**src/rtl/lp_pkg.sv**
```systemverilog
package lp_pkg;
    typedef enum logic {
        COMP_BYTE = 1'b0,
        COMP_PAIR = 1'b1
    } comp_size_e;

    typedef enum logic {
        ALIGN_HALF = 1'b0,
        ALIGN_FULL = 1'b1
    } align_e;
endpackage

```
**src/rtl/lp_byte_place.sv**
```systemverilog
module lp_byte_place #(
    parameter int OUT_BYTES = 16,
    localparam int PTR_W = $clog2(OUT_BYTES),
    localparam int DATA_W = OUT_BYTES * 8
) (
    input  logic [DATA_W-1:0] acc_i,
    input  logic [PTR_W-1:0]  ptr_i,
    input  logic              pair_i,
    input  logic [15:0]       comp_i,
    output logic [DATA_W-1:0] acc_o
);
    for (genvar b = 0; b < OUT_BYTES; b++) begin : g_byte
        localparam int PREV = (b == 0) ? 0 : b - 1;
        localparam bit HAS_PREV = (b != 0);
        logic lo_hit;
        logic hi_hit;
        always_comb begin
            lo_hit = (ptr_i == PTR_W'(b));
            hi_hit = HAS_PREV && pair_i && (ptr_i == PTR_W'(PREV));
            if (lo_hit) begin
                acc_o[b*8 +: 8] = comp_i[7:0];
            end else if (hi_hit) begin
                acc_o[b*8 +: 8] = comp_i[15:8];
            end else begin
                acc_o[b*8 +: 8] = acc_i[b*8 +: 8];
            end
        end
    end
endmodule

```
**src/rtl/lp_tail_mask.sv**
```systemverilog
module lp_tail_mask #(
    parameter int OUT_BYTES = 16,
    localparam int PTR_W = $clog2(OUT_BYTES),
    localparam int HALF = OUT_BYTES / 2
) (
    input  logic [PTR_W:0]     fill_i,
    input  logic               full_align_i,
    output logic [OUT_BYTES-1:0] keep_o
);
    always_comb begin
        if (full_align_i || (fill_i > (PTR_W+1)'(HALF))) begin
            keep_o = '1;
        end else begin
            keep_o = {{HALF{1'b0}}, {HALF{1'b1}}};
        end
    end
endmodule

```
**src/rtl/lp_out_stage.sv**
```systemverilog
module lp_out_stage #(
    parameter int OUT_BYTES = 16,
    localparam int DATA_W = OUT_BYTES * 8
) (
    input  logic                 clk,
    input  logic                 rst_n,
    input  logic                 load_i,
    input  logic [DATA_W-1:0]    data_i,
    input  logic [OUT_BYTES-1:0] keep_i,
    input  logic                 last_i,
    output logic                 free_o,
    output logic                 valid_o,
    input  logic                 ready_i,
    output logic [DATA_W-1:0]    data_o,
    output logic [OUT_BYTES-1:0] keep_o,
    output logic                 last_o
);
    typedef struct packed {
        logic                 valid;
        logic [DATA_W-1:0]    data;
        logic [OUT_BYTES-1:0] keep;
        logic                 last;
    } stage_t;

    stage_t st_d, st_q;

    always_comb begin
        st_d = st_q;
        if (st_q.valid && ready_i) begin
            st_d.valid = 1'b0;
        end
        if (load_i) begin
            st_d.valid = 1'b1;
            st_d.data  = data_i;
            st_d.keep  = keep_i;
            st_d.last  = last_i;
        end
    end

    always_ff @(posedge clk) begin
        if (!rst_n) begin
            st_q <= '0;
        end else begin
            st_q <= st_d;
        end
    end

    assign free_o  = !st_q.valid || ready_i;
    assign valid_o = st_q.valid;
    assign data_o  = st_q.data;
    assign keep_o  = st_q.keep;
    assign last_o  = st_q.last;


    stall_hold_chk: assert property (@(posedge clk) disable iff (!rst_n)
        (valid_o && !ready_i) |=> (valid_o && $stable(data_o) && $stable(keep_o) && $stable(last_o)))
        else $error("stalled word changed");
endmodule

```
**src/rtl/line_packer.sv**
```systemverilog
module line_packer #(
    parameter int OUT_BYTES = 16,
    localparam int PTR_W = $clog2(OUT_BYTES),
    localparam int DATA_W = OUT_BYTES * 8,
    localparam int HALF = OUT_BYTES / 2
) (
    input  logic                 clk,
    input  logic                 rst_n,
    input  logic                 cfg_wide,
    input  logic                 cfg_align_full,
    input  logic                 in_valid,
    output logic                 in_ready,
    input  logic [15:0]          in_data,
    input  logic                 in_eol,
    output logic                 out_valid,
    input  logic                 out_ready,
    output logic [DATA_W-1:0]    out_data,
    output logic [OUT_BYTES-1:0] out_keep,
    output logic                 out_last
);
    import lp_pkg::*;

    typedef struct packed {
        logic [DATA_W-1:0] acc;
        logic [PTR_W-1:0]  ptr;
        logic              in_line;
        comp_size_e        size;
        align_e            align;
    } pack_t;

    pack_t pk_d, pk_q;

    logic                 stage_free;
    logic                 fire;
    comp_size_e           eff_size;
    align_e               eff_align;
    logic [PTR_W:0]       fill;
    logic [DATA_W-1:0]    placed;
    logic [OUT_BYTES-1:0] tail_keep;
    logic                 flush;
    logic [OUT_BYTES-1:0] word_keep;

    lp_byte_place #(.OUT_BYTES(OUT_BYTES)) i_place (
        .acc_i (pk_q.acc),
        .ptr_i (pk_q.ptr),
        .pair_i(eff_size == COMP_PAIR),
        .comp_i(in_data),
        .acc_o (placed)
    );

    lp_tail_mask #(.OUT_BYTES(OUT_BYTES)) i_mask (
        .fill_i      (fill),
        .full_align_i(eff_align == ALIGN_FULL),
        .keep_o      (tail_keep)
    );

    always_comb begin
        in_ready  = stage_free;
        fire      = in_valid && stage_free;
        eff_size  = pk_q.in_line ? pk_q.size  : comp_size_e'(cfg_wide);
        eff_align = pk_q.in_line ? pk_q.align : align_e'(cfg_align_full);
        fill      = {1'b0, pk_q.ptr} + ((eff_size == COMP_PAIR) ? (PTR_W+1)'(2) : (PTR_W+1)'(1));
        flush     = fire && (in_eol || (fill == (PTR_W+1)'(OUT_BYTES)));
        word_keep = in_eol ? tail_keep : '1;

        pk_d = pk_q;
        if (fire) begin
            pk_d.size    = eff_size;
            pk_d.align   = eff_align;
            pk_d.in_line = !in_eol;
            if (flush) begin
                pk_d.acc = '0;
                pk_d.ptr = '0;
            end else begin
                pk_d.acc = placed;
                pk_d.ptr = fill[PTR_W-1:0];
            end
        end
    end

    always_ff @(posedge clk) begin
        if (!rst_n) begin
            pk_q <= '0;
        end else begin
            pk_q <= pk_d;
        end
    end

    lp_out_stage #(.OUT_BYTES(OUT_BYTES)) i_out (
        .clk    (clk),
        .rst_n  (rst_n),
        .load_i (flush),
        .data_i (placed),
        .keep_i (word_keep),
        .last_i (in_eol),
        .free_o (stage_free),
        .valid_o(out_valid),
        .ready_i(out_ready),
        .data_o (out_data),
        .keep_o (out_keep),
        .last_o (out_last)
    );


    stall_blocks_input_chk: assert property (@(posedge clk) disable iff (!rst_n)
        (out_valid && !out_ready) |-> !in_ready)
        else $error("input accepted while output stalled");


    pair_ptr_even_chk: assert property (@(posedge clk) disable iff (!rst_n)
        (pk_q.in_line && pk_q.size == COMP_PAIR) |-> !pk_q.ptr[0])
        else $error("odd byte pointer in 16-bit line");


    mode_held_chk: assert property (@(posedge clk) disable iff (!rst_n)
        (pk_q.in_line && !(fire && in_eol)) |=> ($stable(pk_q.size) && $stable(pk_q.align)))
        else $error("line mode changed mid-line");


    mid_word_full_chk: assert property (@(posedge clk) disable iff (!rst_n)
        (out_valid && !out_last) |-> (&out_keep))
        else $error("non-last word with partial keep");


    keep_shape_chk: assert property (@(posedge clk) disable iff (!rst_n)
        out_valid |-> ((&out_keep) || (out_keep == {{HALF{1'b0}}, {HALF{1'b1}}})))
        else $error("keep not on an alignment boundary");
endmodule

```
**config.mk**
```make
export PLATFORM = sky130hd
export DESIGN_NAME = line_packer
export DESIGN_NICKNAME = d
export VERILOG_FILES = /design/src/rtl/lp_pkg.sv /design/src/rtl/lp_byte_place.sv /design/src/rtl/lp_tail_mask.sv /design/src/rtl/lp_out_stage.sv /design/src/rtl/line_packer.sv
export SDC_FILE = /design/constraint.sdc
export NUM_CORES = 1
export LEC_CHECK = 0
export ABC_CLOCK_PERIOD_IN_PS = 3000
export BUFFER_PORTS_ARGS = -buffer_cell sky130_fd_sc_hd__buf_2
export CAP_MARGIN = 20
export CORE_MARGIN = 3
export CORE_UTILIZATION = 40
export CTS_CLUSTER_SIZE = 10
export DETAILED_ROUTE_END_ITERATION = 6
export RECOVER_POWER = 25
export SYNTH_ARGS = -nofsm -noshare
export SYNTH_HDL_FRONTEND = slang
export SYNTH_SLANG_ARGS = --single-unit
```
**constraint.sdc**
```tcl
create_clock -name clk -period 3 [get_ports clk]
set_clock_uncertainty 0.05 [all_clocks]
set_input_delay 0.3 -clock clk [delete_from_list [all_inputs] [get_ports clk]]
set_output_delay 0.3 -clock clk [all_outputs]
set_load 0.005 [all_outputs]
```
==> results.md, run 1 <==
Finish:
- The share of cells above drive strength 1 is 19.8%.
- Counting the fill cells in the layout gives 2635.
- The net count reported at finish is 1301.
- Once layout is done, the placed cells without fillers occupy 13600 um^2.
- The library cell used most frequently in the layout, excluding fill and tap cells, is dfxtp_1.
- In the layout the commonest cells are dfxtp_1 (266), a22o_1 (240), nor2_1 (144).
- 0 antenna diodes ended up in the layout.
- The area growth from synthesis to layout is 18.7%.

GRT:
- The number of antenna violations at the first check in global routing is 0.
- The first global-routing pass estimated 51.8 mm of wire.
- Global routing consumed, over all layers together, 21.1% of the routing resources.
- The via count of the first global-routing pass is 8522.
- Entering global routing, the biggest net connects 74 pins.
- The total global routing overflow is 0.

Yosys:
- For this run, the number of Yosys warnings is 0.
- The number of standard cells after synthesis is 1147.
- The most used flip-flop cell after synthesis is dfxtp_1.
- The post-synthesis instance area is 11400 um^2.
- For this run, the register share of the synthesized area comes to 46.8%.
- Counting every net in the synthesized netlist gives 1173.
- The share of synthesized flip-flops with an asynchronous set or reset is 0%.
- Counting flops with a built-in enable in the synthesized netlist gives 0.
- The mean instance size in the synthesized netlist is 9.96 um^2.
- The post-synthesis sequential element count is 267.
- The synthesized netlist contains 46 unique library cells.

Floorplan:
- The die covers 30600 um^2.
- The standard-cell row count is 61.
- The core region is 27900 um^2.
- Measured along the x axis, the die boundary spans 175 um.
- The die outline height is 175 um.
- The initial utilization of the core area, before any placement, comes to 40.9%.
- During I/O placement, the number of pins put on the boundary was 170.

Critical path:
- Traced cell by cell, the critical path runs through mux2i_2 -> ha_2 -> inv_2 -> fa_1 -> nand2b_1 -> buf_6 -> o41a_1 -> nor2_4 -> nor2_4 -> buf_6 -> buf_12 -> a22o_1.
- On the worst path, the slowest cell contributes a delay of 0.49 ns.
- The biggest fanout along the worst timing path is 33.
- Broken down by cell family, the worst path's largest delay share belongs to adder cells.
- The endpoint class of the critical path is a flip-flop.
- STA classifies the critical path startpoint as a flip-flop.
- For flop-to-flop paths, the worst setup slack is 0.06 ns.
- The critical path is of the reg2reg type.
- The logic depth of the worst register-to-register path is 12.
- STA puts the critical path data required time at 3.38 ns.
- STA puts the critical path data arrival time at 3.32 ns.
- The slowest library cell on the worst path is fa_1.
- The total stage count of the critical path is 12.
- The number of buffers and inverters on the critical path is 4.

Timing:
- In the finished design, the share of the clock period the worst path needs comes to 97.9%.
- Setup repair after global routing could not meet its margin everywhere.
- The upper clock frequency limit is 341 MHz.
- The worst max-slew margin expressed relative to the limit is 36.6%.
- The shortest clock period the worst path allows after layout is 2.94 ns.
- The final count of hold timing violations is 0.
- The transition time at the pin with the least slew margin is 0.950 ns.
- Setup violations remaining at the end of the flow were counted as 0.
- The final number of max-transition violations is 0.

Pwr:
- The clock network power share is 44.1%.
- The overall power of the completed layout is 7.56 mW.
- The analysis attributes to net switching a power of 1.82 mW.
- The cell-internal power is 5.74 mW.
- Of the total power, the share spent switching nets is 24.1%.
- The analysis attributes to cell leakage a power of 6.48 nW.
- Of the total power, combinational logic draws 8.1%.
- In this run the power density over the cells is 558 nW/um^2.
- In this run, flip-flops and latches consume 47.8% of the power.
- VDD sags by at most 0.393 mV.

Routing:
- The antenna violation net count after detailed routing is 0.
- The number of vias per cell is 5.56.
- The detailed router finished its first iteration with 647 violations.
- The first detailed-routing pass took 5 iterations.
- After detailed routing, the average wire length per cell comes to 21.1 um.
- After detailed routing, the number of remaining DRC violations is 0.
- The routed layout has 9219 vias.
- The wire length after detailed routing is 34.9 mm.

Clock network:
- Clock tree synthesis selected as its root buffer the cell clkbuf_16.
- TritonCTS built the clock tree.
- TritonCTS created 31 clock buffers.
- The number of sinks on the clock net is 267.
- Clock-pin slew was measured on the worst setup and hold paths at 0.05 ns.
- The later pin in the worst-skew pair is clocked with a latency of 0.55 ns.
- In this run the number of H-tree levels came out at 1.
- Counting along the longest clock path gives a buffer depth of 3.

Outcome:
- The flow ran to the end, and the final reports show no timing, DRC or antenna violations.

Hold path:
- The tightest min-delay check is of the in2reg type.
- The number of stages on the worst hold path is 2.

Flow run:
- Across the run, the number of max-cap violations was 0.

Placed design:
- The half-perimeter wire length after detailed placement is 20.6 mm.
- Summing all placed instances gives a cell area of 12500 um^2.
- Input and output buffers added on the ports amount to 169.
- Routability-driven placement finished with a final weighted congestion of 0.801.
## area by class of cell
type                       count  area, um^2  share of cell area (%)
tap                          378         473                    3.49
multi-input combinational    746        5420                    40.0
sequential                   267        5350                    39.4
timing repair buffer         223        1450                    10.7
clock buffer                  35         811                    5.98
clock inverter                 2        35.0                   0.258
inverter                       6        22.5                   0.166
## kinds of logic after synthesis
logic type	synth area share, %
buffers and inverters	6.27
adders and majority gates	0.394
and+or+nand+nor	9.93
AOI/OAI and AO/OA	25.8
muxes	10.7
xor gates and xnor gates	0.153
DFF	46.8
## per-stage QoR
stage          utilization (%)  hold slack (ns)  TNS, ns  instances  setup slack [ns]
2_1_floorplan                -            0.378        0       1147            0.0587
5_1_grt                   48.5           0.0315    -2.76       1657           -0.0614
6_report                  48.5           0.0329        0       1657            0.0634
3_3_place_gp              44.7            0.407        0       1602            0.0827
3_5_place_dp              44.7            0.412        0       1602           0.00923
4_1_cts                   47.7          0.00882        0       1640            0.0465
## worst reg2reg max path, stage by stage, from the launching register on
cell and delay [ns]:
dfxtp_2 0.34, mux2i_2 0.23, ha_2 0.22, inv_2 0.04
fa_1 0.49, nand2b_1 0.09, buf_6 0.13, o41a_1 0.40
nor2_4 0.19, nor2_4 0.11, buf_6 0.15, buf_12 0.16
a22o_1 0.26
## power by group through the flow
stage | registers [mW] | logic (mW) | clock network, mW
floorplan | 3.68 | 0.350 | 0
global placement | 3.69 | 0.542 | 0
detailed placement | 3.69 | 0.545 | 0
CTS | 3.61 | 0.547 | 3.41
global route | 3.62 | 0.648 | 3.54
finish | 3.61 | 0.610 | 3.34
## routing by layer
metal | part of all wire [%] | GRT usage [%] | vias up
li1 | - | - | 4434
met1 | 46 | 30.5 | 4403
met2 | 45 | 33.3 | 321
met3 | 7.2 | 3.22 | 61
met4 | 2.4 | 5.25 | 0
met5 | 0 | 0 | -
## what timing repair did
action | in CTS | in global routing
endpoints found under the hold margin | 1 | 0
hold buffers | 1 | 0
setup buffers | 0 | 9
resized for setup | 0 | 10
endpoints found under the setup margin | 0 | 207
## registers in the layout (all words and copies together) (netlist names)
signal / cells
i_out.keep_o: 2
pk_q: 135
i_out.valid_o: 1
i_out.data_o: 128
i_out.last_o: 1
## Yosys cell counts, drive strengths merged (3+ instances only)
master	count	share of area (%)
mux2i	122	11
a22oi	8	0.53
nand2b	8	0.44
buf	79	4.4
nand3	9	1.3
nand2	32	1.1
a21oi	125	5.5
nand4b	3	0.39
a311oi	8	0.61
clkbuf	50	1.6
nor3	4	0.22
a22o	240	18
dfxtp	267	47
a21boi	3	0.20
inv	6	0.20
nor2b	7	0.38
nor2	151	5.1
## final timing paths
check / from / endpoint
max reg2reg: pk_q[2] / i_out.data_o[25]
min: rst_n / pk_q[1]
max: pk_q[2] / i_out.data_o[25]
min reg2reg: i_out.data_o[119] / i_out.data_o[119]
Power figures use the tool's default switching activity.
==> run 2: changes to the inputs <==
Settings changed: BUFFER_PORTS_ARGS -buffer_cell sky130_fd_sc_hd__buf_2 to -buffer_cell sky130_fd_sc_hd__clkbuf_2.
==> run 2 against run 1 <==
Combinational power is 11% lower; global-route usage is 0.16 points lower; setup slack better by 0.084 ns; final cell count is 1.1% lower; critical path depth is 2 lower; clock-buffer cell count is 2 higher; core utilization is 1.0 points lower; register-to-register slack better by 0.08 ns; critical endpoint is now i_out.data_o[41].
==> results.md, run 2 (synthesized netlist as in run 1, its figures left out) <==
Floorplan:
- The die outline height is 175 um.
- The standard-cell row count is 61.
- The starting density of the core is 40.9%.
- The number of top-level pins is 170.
- From left edge to right edge, the die measures 175 um.
- The area of the die is 30600 um^2.
- The core box area is 27900 um^2.

Timing:
- The final count of hold timing violations is 0.
- The share of the clock period used by the worst path after layout is 95.1%.
- For the pin with the worst max-slew slack, the measured transition is 1.11 ns.
- The final number of max-transition violations is 0.
- Setup repair after global routing left no endpoint under its margin.
- The worst max-slew margin expressed relative to the limit is 25.8%.
- The final number of setup-violating endpoints is 0.
- The accumulated negative setup slack is 0 ns.
- Setup slack on the critical path of the routed design comes to 0.148 ns.
- The shortest clock period the worst path allows after layout is 2.85 ns.
- The upper clock frequency limit is 351 MHz.

Clock network:
- The CTS clock-pin slew for the worst setup and hold paths is 0.06 ns.
- The cell at the root of the clock tree is clkbuf_16.
- The number of clock buffers added by TritonCTS is 31.
- The clock insertion delay at the later pin of the skew report is 0.55 ns.
- The number of H-tree levels is 1.
- TritonCTS built the clock tree.
- The number of sinks on the clock net is 267.
- The clock passes through at most 3 buffers.

Finish:
- The library cell used most frequently in the layout, excluding fill and tap cells, is dfxtp_1.
- The layout overhead on the synthesized area is 16.2%.
- Fill cells in the final layout number 2615.
- The register with the most flip-flops is pk_q.
- 0 antenna diodes ended up in the layout.
- In the layout the commonest cells are dfxtp_1 (266), a22o_1 (240), nor2_1 (144).
- The register with the most flip-flops in the layout has 135 of them.
- At the end of the flow the core is filled with cells to 47.5%.
- In the final layout, the share of cells above drive strength 1 is 18.1%.
- The final layout contains 1280 nets.

Pwr:
- The peak supply drop is 0.412 mV.
- The leakage power is 6.22 nW.
- Summed over all nets, the switching power comes to 1.81 mW.
- The clock network power share is 44.4%.
- The power density over the cells is 563 nW/um^2.
- Net switching is 24.2% of the power.
- The portion of total power attributed to combinational logic is 7.3%.
- The portion of total power attributed to sequential cells is 48.4%.
- The cell-internal power is 5.67 mW.

Critical path:
- In this design, the critical path's most frequently occurring cell is nor2_4.
- The total stage count of the critical path is 10.
- The slowest library cell on the worst path is fa_1.
- The critical path contains buffers and inverters numbering 2 combined.
- For this run, the slowest stage of the critical path takes 0.50 ns.
- The signal on the critical path passes through mux2i_2 -> ha_2 -> inv_1 -> fa_1 -> nand2b_1 -> o41a_1 -> nor2_4 -> nor2_4 -> buf_12 -> a22o_1.
- The kind of cell adding the most delay to the critical path is compound AO/OA/AOI/OAI gates.
- STA classifies the critical path endpoint as a flip-flop.
- The biggest fanout along the worst timing path is 66.
- Counting cells, the worst reg-to-reg path comes to 10.
- The worst setup path is of the reg2reg kind.
- For the worst setup path, the data required time is 3.38 ns.
- The startpoint class of the critical path is a flip-flop.
- The endpoint arrival time on the critical path is 3.24 ns.

Placed design:
- Before CTS, the worst setup slack after placement is 0.134 ns.
- Routability-driven placement finished with a final weighted congestion of 0.780.
- The half-perimeter wire length after detailed placement is 20.1 mm.
- The total of buffers placed on input and output ports is 169.

GRT:
- The number of antenna violations at the first check in global routing is 0.
- Across every metal layer, demand over resource in global routing totals 21.0%.
- The largest net degree at the start of global routing is 121.
- The via count of the first global-routing pass is 8692.
- The wire length of the first global-routing pass is 51.8 mm.
- The total overflow left after global routing is 0.

Outcome:
- The flow ran to the end, and the final reports show no timing, DRC or antenna violations.

Routing:
- Wires add up to 33.3 mm.
- In the final routed layout, each cell accounts on average for 20.3 um.
- In this run the remaining antenna-violating nets after routing total 0.
- Using the TritonRoute via totals, the vias-per-cell ratio works out to 5.54.
- After detailed routing, the number of remaining DRC violations is 0.
- The detailed router placed 9076 vias in this run.
- The iteration-0 DRC count of the detailed router is 709.
- The first TritonRoute pass finished after 5 iterations.

Hold path:
- The number of stages on the worst hold path is 2.
- The type of the most critical hold path is in2reg.

Flow run:
- The tool flagged a number of max-cap violations equal to 0.
==> run 2: repair_timing <==
item,CTS,global route
hold buffers,1,0
endpoints found under the setup margin,0,241
gates resized for setup,0,6
endpoints found under the hold margin,1,0
setup buffers,0,5
==> run 2: power by group through the flow <==
stage          Sequential, mW  Clock (mW)  Combinational [mW]
5_1_grt                  3.62        3.50               0.584
2_1_floorplan            3.68           0               0.350
4_1_cts                  3.61        3.40               0.531
3_5_place_dp             3.69           0               0.526
3_3_place_gp             3.69           0               0.525
6_report                 3.62        3.32               0.542
==> run 2: through the flow <==
step,hold WS (ns),instance area [um^2],instances,power [mW]
floorplan,0.378,11400,1147,4.03
global placement,0.411,12400,1593,4.22
detailed placement,0.414,12400,1593,4.22
CTS,0.0376,13200,1633,7.54
global route,0.0785,13300,1638,7.71
finish,0.0529,13300,1638,7.48
==> run 2: cell type report <==
cell class | count | area, um^2 | share of cell area [%]
Inverter | 6 | 22.5 | 0.170
Clock inverter | 2 | 13.8 | 0.104
Timing Repair Buffer | 203 | 1170 | 8.84
Tap cell | 378 | 473 | 3.56
Clock buffer | 37 | 838 | 6.32
Multi-Input combinational cell | 745 | 5400 | 40.7
Sequential cell | 267 | 5350 | 40.3
==> run 2: routing by layer <==
metal | global-route usage (%) | share of wire, % | up-vias
met2 | 33.5 | 45 | 310
met3 | 3.06 | 6.2 | 46
li1 | - | - | 4395
met1 | 30.1 | 47 | 4325
met5 | 0 | 0 | -
met4 | 4.75 | 1.7 | 0
==> run 2: final timing paths <==
kind | startpoint | slack [ns] | endpoint
setup reg to reg | pk_q[2] | 0.15 | i_out.data_o[41]
hold / removal | rst_n | 0.05 | pk_q[1]
hold reg to reg | i_out.data_o[15] | 0.42 | i_out.data_o[15]
setup / recovery | pk_q[2] | 0.15 | i_out.data_o[41]
